### src/rtl/cst_pkg.sv
package cst_pkg;
    typedef enum logic [1:0] {
        MODE_DUAL_TMR = 2'd0,
        MODE_TMR_EVT  = 2'd1,
        MODE_WIDE_TMR = 2'd2,
        MODE_WIDE_EVT = 2'd3
    } cst_mode_e;

    typedef enum logic [1:0] {
        ST_IDLE  = 2'd0,
        ST_RUN   = 2'd1,
        ST_CLEAR = 2'd2
    } cst_state_e;

    localparam logic [2:0] WA_CTRL    = 3'd0;
    localparam logic [2:0] WA_PRESC   = 3'd1;
    localparam logic [2:0] WA_MATCH_L = 3'd2;
    localparam logic [2:0] WA_MATCH_H = 3'd3;
    localparam logic [2:0] WA_FLAGCLR = 3'd4;
endpackage

### src/rtl/cst_prescaler.sv
module cst_prescaler #(
    parameter int PRESC_W = 8
) (
    input  logic               clk,
    input  logic               rst_n,
    input  logic               clr,
    input  logic               en,
    input  logic [PRESC_W-1:0] reload,
    output logic               tick
);
    logic [PRESC_W-1:0] pc_q;

    // one tick per wrap; the down counter reloads from the programmed value
    assign tick = en && (pc_q == '0);

    always_ff @(posedge clk or negedge rst_n) begin
        if (!rst_n) begin
            pc_q <= '0;
        end else if (clr) begin
            pc_q <= reload;
        end else if (en) begin
            if (pc_q == '0) begin
                pc_q <= reload;
            end else begin
                pc_q <= pc_q - PRESC_W'(1);
            end
        end
    end
endmodule

### src/rtl/cst_edge_sync.sv
module cst_edge_sync #(
    parameter int STAGES = 2
) (
    input  logic clk,
    input  logic rst_n,
    input  logic pin,
    output logic rise
);
    logic [STAGES:0] sh_q;

    always_ff @(posedge clk or negedge rst_n) begin
        if (!rst_n) begin
            sh_q <= '0;
        end else begin
            sh_q <= {sh_q[STAGES-1:0], pin};
        end
    end

    // last synchronised stage against its one-cycle-older copy
    assign rise = sh_q[STAGES-1] & ~sh_q[STAGES];
endmodule

### src/rtl/cst_count_core.sv
module cst_count_core #(
    parameter int HALF_W = 8
) (
    input  logic              clk,
    input  logic              rst_n,
    input  logic              clr,
    input  logic              wide,
    input  logic              lo_inc,
    input  logic              hi_inc,
    input  logic              wide_inc,
    input  logic [HALF_W-1:0] match_lo,
    input  logic [HALF_W-1:0] match_hi,
    output logic [HALF_W-1:0] cnt_lo,
    output logic [HALF_W-1:0] cnt_hi,
    output logic              hit_lo,
    output logic              hit_hi
);
    localparam int FULL_W = 2 * HALF_W;

    logic [FULL_W-1:0] cnt_q;
    logic [FULL_W-1:0] cnt_d;
    logic [FULL_W-1:0] match_full;

    assign match_full = {match_hi, match_lo};

    always_comb begin
        cnt_d  = cnt_q;
        hit_lo = 1'b0;
        hit_hi = 1'b0;
        if (clr) begin
            cnt_d = '0;
        end else if (wide) begin
            if (wide_inc) begin
                if (cnt_q == match_full) begin
                    cnt_d  = '0;
                    hit_lo = 1'b1;
                end else begin
                    cnt_d = cnt_q + FULL_W'(1);
                end
            end
        end else begin
            if (lo_inc) begin
                if (cnt_q[HALF_W-1:0] == match_lo) begin
                    cnt_d[HALF_W-1:0] = '0;
                    hit_lo = 1'b1;
                end else begin
                    cnt_d[HALF_W-1:0] = cnt_q[HALF_W-1:0] + HALF_W'(1);
                end
            end
            if (hi_inc) begin
                if (cnt_q[FULL_W-1:HALF_W] == match_hi) begin
                    cnt_d[FULL_W-1:HALF_W] = '0;
                    hit_hi = 1'b1;
                end else begin
                    cnt_d[FULL_W-1:HALF_W] = cnt_q[FULL_W-1:HALF_W] + HALF_W'(1);
                end
            end
        end
    end

    always_ff @(posedge clk or negedge rst_n) begin
        if (!rst_n) begin
            cnt_q <= '0;
        end else begin
            cnt_q <= cnt_d;
        end
    end

    assign cnt_lo = cnt_q[HALF_W-1:0];
    assign cnt_hi = cnt_q[FULL_W-1:HALF_W];
endmodule

### src/rtl/capture_split_timer.sv
module capture_split_timer
    import cst_pkg::*;
#(
    parameter int HALF_W      = 8,
    parameter int PRESC_W     = 8,
    parameter int SYNC_STAGES = 2
) (
    input  logic              clk,
    input  logic              rst_n,
    input  logic              wr_en,
    input  logic [2:0]        wr_addr,
    input  logic [HALF_W-1:0] wr_data,
    input  logic [3:0]        rd_addr,
    output logic [HALF_W-1:0] rd_data,
    input  logic              ev_pin,
    input  logic              cap_a,
    input  logic              cap_b,
    output logic              irq_lo,
    output logic              irq_hi
);
    localparam int FULL_W = 2 * HALF_W;

    cst_mode_e          mode_q;
    logic               run_q;
    logic [PRESC_W-1:0] presc_q;
    logic [HALF_W-1:0]  match_lo_q;
    logic [HALF_W-1:0]  match_hi_q;
    logic [FULL_W-1:0]  cap_a_q;
    logic [FULL_W-1:0]  cap_b_q;
    logic [FULL_W-1:0]  cnt_full;
    logic [HALF_W-1:0]  cnt_lo;
    logic [HALF_W-1:0]  cnt_hi;
    logic               irq_lo_q;
    logic               irq_hi_q;

    cst_state_e state_q;
    cst_state_e state_d;

    logic ctrl_wr;
    logic mode_chg;
    logic run_nxt;
    logic cnt_en;
    logic clr;
    logic pre_tick;
    logic ev_rise;
    logic lo_inc;
    logic hi_inc;
    logic wide_inc;
    logic hit_lo;
    logic hit_hi;
    logic clr_lo;
    logic clr_hi;

    assign ctrl_wr  = wr_en && (wr_addr == WA_CTRL);
    assign mode_chg = ctrl_wr && (wr_data[1:0] != mode_q);
    assign run_nxt  = ctrl_wr ? wr_data[2] : run_q;

    // state register
    always_ff @(posedge clk or negedge rst_n) begin
        if (!rst_n) begin
            state_q <= ST_IDLE;
        end else begin
            state_q <= state_d;
        end
    end

    // transitions
    always_comb begin
        state_d = state_q;
        unique case (state_q)
            ST_IDLE: begin
                if (mode_chg)     state_d = ST_CLEAR;
                else if (run_nxt) state_d = ST_RUN;
            end
            ST_RUN: begin
                if (mode_chg)      state_d = ST_CLEAR;
                else if (!run_nxt) state_d = ST_IDLE;
            end
            ST_CLEAR: begin
                if (mode_chg) state_d = ST_CLEAR;
                else          state_d = run_nxt ? ST_RUN : ST_IDLE;
            end
            default: state_d = ST_IDLE;
        endcase
    end

    // state outputs
    always_comb begin
        cnt_en = 1'b0;
        clr    = 1'b0;
        unique case (state_q)
            ST_IDLE:  ;
            ST_RUN:   cnt_en = 1'b1;
            ST_CLEAR: clr    = 1'b1;
            default:  ;
        endcase
    end

    // configuration registers
    always_ff @(posedge clk or negedge rst_n) begin
        if (!rst_n) begin
            mode_q     <= MODE_DUAL_TMR;
            run_q      <= 1'b0;
            presc_q    <= '0;
            match_lo_q <= '0;
            match_hi_q <= '0;
        end else if (wr_en) begin
            case (wr_addr)
                WA_CTRL: begin
                    mode_q <= cst_mode_e'(wr_data[1:0]);
                    run_q  <= wr_data[2];
                end
                WA_PRESC:   presc_q    <= wr_data[PRESC_W-1:0];
                WA_MATCH_L: match_lo_q <= wr_data;
                WA_MATCH_H: match_hi_q <= wr_data;
                default: ;
            endcase
        end
    end

    cst_prescaler #(.PRESC_W(PRESC_W)) u_presc (
        .clk    (clk),
        .rst_n  (rst_n),
        .clr    (clr),
        .en     (cnt_en),
        .reload (presc_q),
        .tick   (pre_tick)
    );

    cst_edge_sync #(.STAGES(SYNC_STAGES)) u_sync (
        .clk   (clk),
        .rst_n (rst_n),
        .pin   (ev_pin),
        .rise  (ev_rise)
    );

    assign lo_inc   = cnt_en && pre_tick;
    assign hi_inc   = cnt_en && ((mode_q == MODE_DUAL_TMR) ? pre_tick : ev_rise);
    assign wide_inc = cnt_en && ((mode_q == MODE_WIDE_TMR) ? pre_tick : ev_rise);

    cst_count_core #(.HALF_W(HALF_W)) u_core (
        .clk      (clk),
        .rst_n    (rst_n),
        .clr      (clr),
        .wide     (mode_q[1]),
        .lo_inc   (lo_inc),
        .hi_inc   (hi_inc),
        .wide_inc (wide_inc),
        .match_lo (match_lo_q),
        .match_hi (match_hi_q),
        .cnt_lo   (cnt_lo),
        .cnt_hi   (cnt_hi),
        .hit_lo   (hit_lo),
        .hit_hi   (hit_hi)
    );

    assign cnt_full = {cnt_hi, cnt_lo};

    // capture: registered count is the pre-increment value
    always_ff @(posedge clk or negedge rst_n) begin
        if (!rst_n) begin
            cap_a_q <= '0;
            cap_b_q <= '0;
        end else begin
            if (cap_a) cap_a_q <= cnt_full;
            if (cap_b) cap_b_q <= cnt_full;
        end
    end

    // sticky flags: a set in the same cycle wins over a clear
    assign clr_lo = wr_en && (wr_addr == WA_FLAGCLR) && wr_data[0];
    assign clr_hi = wr_en && (wr_addr == WA_FLAGCLR) && wr_data[1];

    always_ff @(posedge clk or negedge rst_n) begin
        if (!rst_n) begin
            irq_lo_q <= 1'b0;
            irq_hi_q <= 1'b0;
        end else begin
            irq_lo_q <= (irq_lo_q && !clr_lo) || hit_lo;
            irq_hi_q <= (irq_hi_q && !clr_hi) || hit_hi;
        end
    end

    assign irq_lo = irq_lo_q;
    assign irq_hi = irq_hi_q;

    always_comb begin
        case (rd_addr)
            4'd0:    rd_data = HALF_W'({run_q, mode_q});
            4'd1:    rd_data = HALF_W'(presc_q);
            4'd2:    rd_data = match_lo_q;
            4'd3:    rd_data = match_hi_q;
            4'd4:    rd_data = HALF_W'({irq_hi_q, irq_lo_q});
            4'd5:    rd_data = cnt_lo;
            4'd6:    rd_data = cnt_hi;
            4'd7:    rd_data = cap_a_q[HALF_W-1:0];
            4'd8:    rd_data = cap_a_q[FULL_W-1:HALF_W];
            4'd9:    rd_data = cap_b_q[HALF_W-1:0];
            4'd10:   rd_data = cap_b_q[FULL_W-1:HALF_W];
            default: rd_data = '0;
        endcase
    end
endmodule

### config.mk
export PLATFORM = sky130hd
export DESIGN_NAME = capture_split_timer
export DESIGN_NICKNAME = d
export VERILOG_FILES = /design/src/rtl/cst_pkg.sv /design/src/rtl/cst_prescaler.sv /design/src/rtl/cst_edge_sync.sv /design/src/rtl/cst_count_core.sv /design/src/rtl/capture_split_timer.sv
export SDC_FILE = /design/constraint.sdc
export NUM_CORES = 1
export LEC_CHECK = 0
export ABC_AREA = 1
export BUFFER_PORTS_ARGS = -buffer_cell sky130_fd_sc_hd__buf_2
export CORE_AREA = 8 8 104 106
export CTS_CLUSTER_DIAMETER = 100
export DETAILED_ROUTE_END_ITERATION = 10
export DIE_AREA = 0 0 112 114
export GPL_TIMING_DRIVEN = 0
export PLACE_DENSITY_LB_ADDON = 0.1
export SLEW_MARGIN = 30
export SYNTH_ARGS = -nofsm -noshare
export SYNTH_HDL_FRONTEND = slang
export SYNTH_SLANG_ARGS = --single-unit
### constraint.sdc
create_clock -name clk -period 3.1 [get_ports clk]
set_input_delay 0.155 -clock clk [delete_from_list [all_inputs] [get_ports clk]]
set_output_delay 0.155 -clock clk [all_outputs]
set_load 0.02 [all_outputs]
# Word-level counts from Yosys, hierarchy flattened
# Index checks and enable logic that the tools add are counted.
dict set report word_totals {
  word_cells 108
  inputBits 21
  out_inout_bits 10
  regBits 90
}
dict set report classes {
  n_reduce_logical 30
  eq_ne 24
  bitwise_logic 2
  add_sub_neg 4
  muxes 34
}
# operator count
set op_table {}
lappend op_table {{$pmux W8 S11} 1}
lappend op_table {{$mux W16} 4}
lappend op_table {{$mux W8} 7}
lappend op_table {{$add A16 B1 Y16 const B} 1}
lappend op_table {{$add A8 B1 Y8 const B} 2}
lappend op_table {{$eq A16 B16 Y1} 1}
lappend op_table {{$eq A4 B3 Y1 const B} 4}
lappend op_table {{$eq A8 B8 Y1} 2}
lappend op_table {{$mux W1} 16}
lappend op_table {{$reduce_and A2 Y1} 7}
lappend op_table {{$eq A4 B4 Y1 const B} 3}
lappend op_table {{$logic_and A1 B1 Y1} 11}
lappend op_table {{$mux W2} 5}
lappend op_table {{$eq A4 B2 Y1 const B} 2}
lappend op_table {{$logic_not A8 Y1} 1}
lappend op_table {{$sub A8 B1 Y8 const B} 1}
lappend op_table {{$eq A3 B2 Y1 const B} 2}
lappend op_table {{$ne A3 B3 Y1 const B} 2}
lappend op_table {{$pmux W2 S3} 1}
lappend op_table {{$reduce_bool A3 Y1} 2}
lappend op_table {{$eq A2 B2 Y1 const B} 2}
lappend op_table {{$eq A4 B1 Y1 const B} 1}
lappend op_table {{$logic_not A2 Y1} 2}
lappend op_table {{$logic_not A4 Y1} 1}
lappend op_table {{other kinds (11)} 13}

# Longest topological paths before layout
dict set report depth {
  depth_word 9
  mapped_depth 13
  mapped_depth_nobuf 12
}

# Cells and area by module
# A second synthesis with hierarchy kept.
dict set report unflattened {
  hier_cells 739
  area_unflattened_um2 5486.5
}
# module cells_per_inst instances seq_area_each_um2 area_per_inst_um2
set modules_own_cells {}
lappend modules_own_cells {capture_split_timer 385 1 1576.5 3234.4}
lappend modules_own_cells {cst_count_core 258 1 400.4 1508.9}
lappend modules_own_cells {cst_prescaler 91 1 200.2 658.1}
lappend modules_own_cells {cst_edge_sync 5 1 75.1 85.1}

# Least setup slack after synthesis
# OpenSTA, ideal clock, no wires.
dict set report synth_path {
  path_type {flip-flop to flip-flop}
  startpoint {register state_q[0]}
  endpoint {register u_core.cnt_q[0]}
  stages_incl_launch_ff 9
  path_slack_ns 1.548
  t_arrival_ns 1.434
  required_time_ns 2.982
  period_less_slack_ns 1.552
  path_buffers 0
  setup_ns 0.118
  cell_sequence {dfrtp_1 -> inv_1 -> ha_1 -> nor2_2 -> nand2_4 -> nand2_1 -> inv_1 -> nand4_1 -> nand2_1}
}
dict set report synth_via {
  elab_chain_len 7
  word_cells_on_any_way 12
  cone_classes {eq/ne (3); mux (4); reduce/logical (5)}
}
# item line_no
set synth_rtl {}
lappend synth_rtl {{from (decl)} capture_split_timer.sv:36} ;# cst_state_e state_q;
lappend synth_rtl {{from (signal assigned)} capture_split_timer.sv:63} ;# state_q <= state_d;
lappend synth_rtl {{$eq A2 B1 Y1} capture_split_timer.sv:91} ;# unique case (state_q)
lappend synth_rtl {{$mux W1} capture_split_timer.sv:91}
lappend synth_rtl {{$logic_and A1 B1 Y1} cst_prescaler.sv:14} ;# assign tick = en && (pc_q == '0);
lappend synth_rtl {{$mux W1} capture_split_timer.sv:139} ;# assign wide_inc = cnt_en && ((mode_q == MODE_WIDE_TMR) ? pre_tick : ev_rise);
lappend synth_rtl {{$logic_and A1 B1 Y1} capture_split_timer.sv:139}
lappend synth_rtl {{$ne A3 B1 Y1 (no line)} -}
lappend synth_rtl {{$reduce_and A2 Y1 (no line)} -}
lappend synth_rtl {{to (signal assigned)} cst_count_core.sv:65} ;# cnt_q <= cnt_d;
lappend synth_rtl {{to (decl)} cst_count_core.sv:20} ;# logic [FULL_W-1:0] cnt_q;
# Several ways; a longest one is shown, not always the timed one.
# A chain may end at the register's enable or synchronous reset.

# Final worst setup path
dict set report layout_path {
  startpoint {register state_q[0]}
  endpoint {register u_core.cnt_q[13]}
}
dict set report layout_via {
  elab_chain_len 7
  word_cells_on_any_way 13
  cone_classes {eq/ne (3); mux (5); reduce/logical (5)}
}
# item line_no
set layout_rtl {}
lappend layout_rtl {{$eq A2 B1 Y1} capture_split_timer.sv:91}
lappend layout_rtl {{$mux W1} capture_split_timer.sv:91}
lappend layout_rtl {{$logic_and A1 B1 Y1} cst_prescaler.sv:14}
lappend layout_rtl {{$mux W1 (on tied branches)} {capture_split_timer.sv:139, capture_split_timer.sv:138}}
lappend layout_rtl {{$logic_and A1 B1 Y1 (on tied branches)} {capture_split_timer.sv:139, capture_split_timer.sv:138}}
lappend layout_rtl {{$ne A3 B1 Y1 (no line) / $reduce_bool A3 Y1 (equally long branches)} -}
lappend layout_rtl {{$reduce_and A2 Y1 (no line)} -}
# Several ways; a longest one is shown, not always the timed one.

==> flow_metrics.tcl <==
set metrics [dict create \
    dp_hpwl_mm 11.9 \
    pin_count 31 \
    fin_nets 819 \
    grt_pass1_vias 4726 \
    critPathCaptureType "flip-flop" \
    grt_pass1_wl_mm 25.0 \
    cp_data_required_time_ns 3.34 \
    vias_per_cell 5.68 \
    synth_seq_cells 90 \
    p_sw_mw 2.03 \
    grtUsageTotal 0.251 \
    grt_max_degree 50 \
    rows 35 \
    rsz0062_at_grt "false" \
    drc_errors 0 \
    die-area_um2 12800 \
    cts_tree "done" \
    fp.dieW_um 112 \
    cp_max_fo 9 \
    layout-drive-gt1-share 0.111 \
    syn_inst 746 \
    slew-limit-headroom 0.622 \
    fin_crit_sh 0.634 \
    ys_async_sr_fraction 1.00 \
    vias 5146 \
    avgSynthCellArea_um2 7.16 \
    status "completed" \
    sequentialPowerShare 0.385 \
    clock-root-buffer "clkbuf_8" \
    hold_viol 0 \
    setup-violations-final 0 \
    crit_path_max_incr_delay_ns 0.48 \
    p_clk_frac 0.180 \
    cts.htree.levels 3 \
    p_int_mw 2.57 \
    synth-edff-count 0 \
    drtPass1Iterations 5 \
    hp-start "cap_a" \
    numCtsBuffers 9 \
    fp.coreArea_um2 9110 \
    initial_core_util 0.587 \
    power_density_nw_per_um2 782 \
    worst_clock_skew_ns 0.0150 \
    antenna_found_initial 0 \
    detail-route-antenna-nets 0 \
    place_congestion 0.991 \
    setup_tns_ns 0 \
    antennaDiodeCount 0 \
    whs_ns 0.0307 \
    leakagePower_nw 3.00 \
    gr-total-overflow 0 \
    path_cells "inv_1 -> ha_1 -> nor2_1 -> nand2_1 -> nand2_4 -> inv_4 -> nor2_1 -> a21oi_1" \
    post_synth_num_cell_types 38 \
    fillCellCount 841 \
    insertion_delay_ns 0.36 \
    worst_pin_slew_ns 0.565 \
    drt_iter0_drc 556 \
    vdd_drop_max_mv 0.366 \
    p_sw_frac 0.442 \
    cts.path.max_buffers 2 \
    yosysWarnings 0 \
    clock_sinks 90 \
    crit_arrival_ns 2.21 \
    detail_route.wl_per_cell_um 17.4 \
    drv_cap 0 \
    period_needed_ns 1.97 \
    crit_start "state_q[0]" \
    cpMaxStageDelayCell "nor2_1" \
    r2r-start "state_q[0]" \
    area_growth_pct 10.1 \
    drt_wl_total_mm 15.8 \
    netlist_area_um2 5340 \
    post-cts-setup-buffer-count 0 \
    synth_ff_type "dfrtp_1" \
    io_buffers 30 \
    maxSlewViolCount 0 \
    min_path_type "in2reg" \
    p_comb_frac 0.435 \
    timing.fmax_ghz 0.509 \
    ys_seq_area_frac 0.422 \
    post_cts_resized 0 \
    worstSetupPathType "reg2reg" \
    cpMostUsedCell "nor2_1" \
    cts.reportedPaths.clkPinSlew_ns 0.10 \
    die_h_um 114 \
    critPathLaunchType "flip-flop" \
    syn-num-nets 775 \
]
[sequential cells by signal (all words and copies together), names as in the netlist, 3 cells and up]
name,count
match_lo_q,8
u_sync.sh_q,3
cap_b_q,16
u_core.cnt_q,16
match_hi_q,8
presc_q,8
u_presc.pc_q,8
cap_a_q,16
[area by class of cell]
class	count	area [um^2]	share of cell area
multi-input combinational	517	2510	0.427
sequential	90	2250	0.383
timing repair buffer	33	204	0.0347
clock inverter	7	73.8	0.0125
clock buffer	9	124	0.0211
inverter	115	434	0.0738
buffer	24	146	0.0249
tap	111	139	0.0236
[metrics by stage]
step           total power [mW]   util  cells  cell area [um^2]  setup slack (ns)
6_report                   4.60  0.646    906              5880              1.13
5_1_grt                    4.94  0.646    906              5880             0.973
4_1_cts                    4.58  0.646    906              5880              1.17
3_3_place_gp               3.68  0.618    887              5630              1.10
2_1_floorplan              3.16      -    746              5340              1.55
3_5_place_dp               3.75  0.622    888              5670              1.21
[cells in the final DEF (no fill, tap or decap), drive strengths merged]
| cell type | instances |
|---|---|
| nor2 | 74 |
| o211ai | 1 |
| buf | 45 |
| clkinvlp | 1 |
| bufinv | 1 |
| o2111ai | 3 |
| xor2 | 9 |
| nor4 | 1 |
| a21oi | 30 |
| inv | 118 |
| o2111a | 1 |
| o22ai | 22 |
| o31ai | 3 |
| dfrtp | 90 |
| clkinv | 2 |
| nand3b | 3 |
| nor3b | 1 |
| nand3 | 36 |
| dlygate4sd3 | 2 |
| xnor2 | 3 |
| clkbuf | 19 |
| a221oi | 2 |
| a31oi | 2 |
| nor3 | 5 |
| nand2 | 221 |
| o21ai | 77 |
| nand4 | 14 |
| a21boi | 1 |
| ha | 8 |
[per-layer routing]
| metal | part of all wire | global-route usage | vias to the layer above |
|---|---|---|---|
| li1 | - | - | 2477 |
| met1 | 0.46 | 0.349 | 2436 |
| met2 | 0.44 | 0.378 | 203 |
| met3 | 0.074 | 0.0534 | 30 |
| met4 | 0.026 | 0.0863 | 0 |
| met5 | 0 | 0 | - |
[cell usage after synthesis (all sizes together), types with 2 or more instances]
library cell  count  area (um^2)
buf              14          109
ha                8          100
a31oi             2         12.5
nand3b            3         22.5
o21ai            77          389
nand4            14         87.6
nand2           221          857
xor2              9         78.8
inv             115          434
o31ai             3         22.5
clkbuf           10         37.5
xnor2             3         26.3
o2111ai           3         26.3
a21oi            30          161
nor3              5         25.0
nand3            36          200
a221oi            2         17.5
dfrtp            90         2250
o22ai            22          138
nor2             74          305
[cells by family after synthesis]
| family | count (synthesis) | share of synthesized area |
|---|---|---|
| AO/OA/AOI/OAI | 142 | 0.148 |
| XOR/XNOR | 12 | 0.0197 |
| adder cells (fa/ha/maj) | 8 | 0.0187 |
| buffers and inverters | 139 | 0.109 |
| flip-flops | 90 | 0.422 |
| AND/OR/NAND/NOR | 355 | 0.283 |
[power groups by stage]
stage | Clock [mW] | Sequential (mW) | Combinational, mW
2_1_floorplan | 0 | 1.69 | 1.46
3_3_place_gp | 0 | 1.78 | 1.90
3_5_place_dp | 0 | 1.79 | 1.96
4_1_cts | 0.836 | 1.77 | 1.97
5_1_grt | 0.880 | 1.80 | 2.25
6_report | 0.828 | 1.77 | 2.00
[path summary, 6_finish.rpt]
check / slack (ns) / cells after the start / end
min in group asynchronous: 0.26 / 2 / cap_a_q[5]
max in group asynchronous: 2.27 / 3 / match_lo_q[3]
hold reg to reg: 0.37 / 0 / u_sync.sh_q[1]
hold / removal: 0.03 / 2 / cap_a_q[12]
setup / recovery: 1.13 / 8 / u_core.cnt_q[13]
setup reg to reg: 1.13 / 8 / u_core.cnt_q[13]
[worst max-delay path, delay by kind of cell, from the launching register on]
family | cells | cell delay [ns]
and+or+nand+nor | 4 | 0.93
adders and majority gates | 1 | 0.30
AOI/OAI and AO/OA | 1 | 0.05
DFF | 1 | 0.40
buffers and inverters | 2 | 0.17
[timing repair]
action | 4_1_cts | 5_1_grt
setup endpoints to repair | 0 | 0
hold buffers | 2 | 0
hold endpoints to repair | 42 | 0
Note: power is estimated with default switching activity, not from simulation.
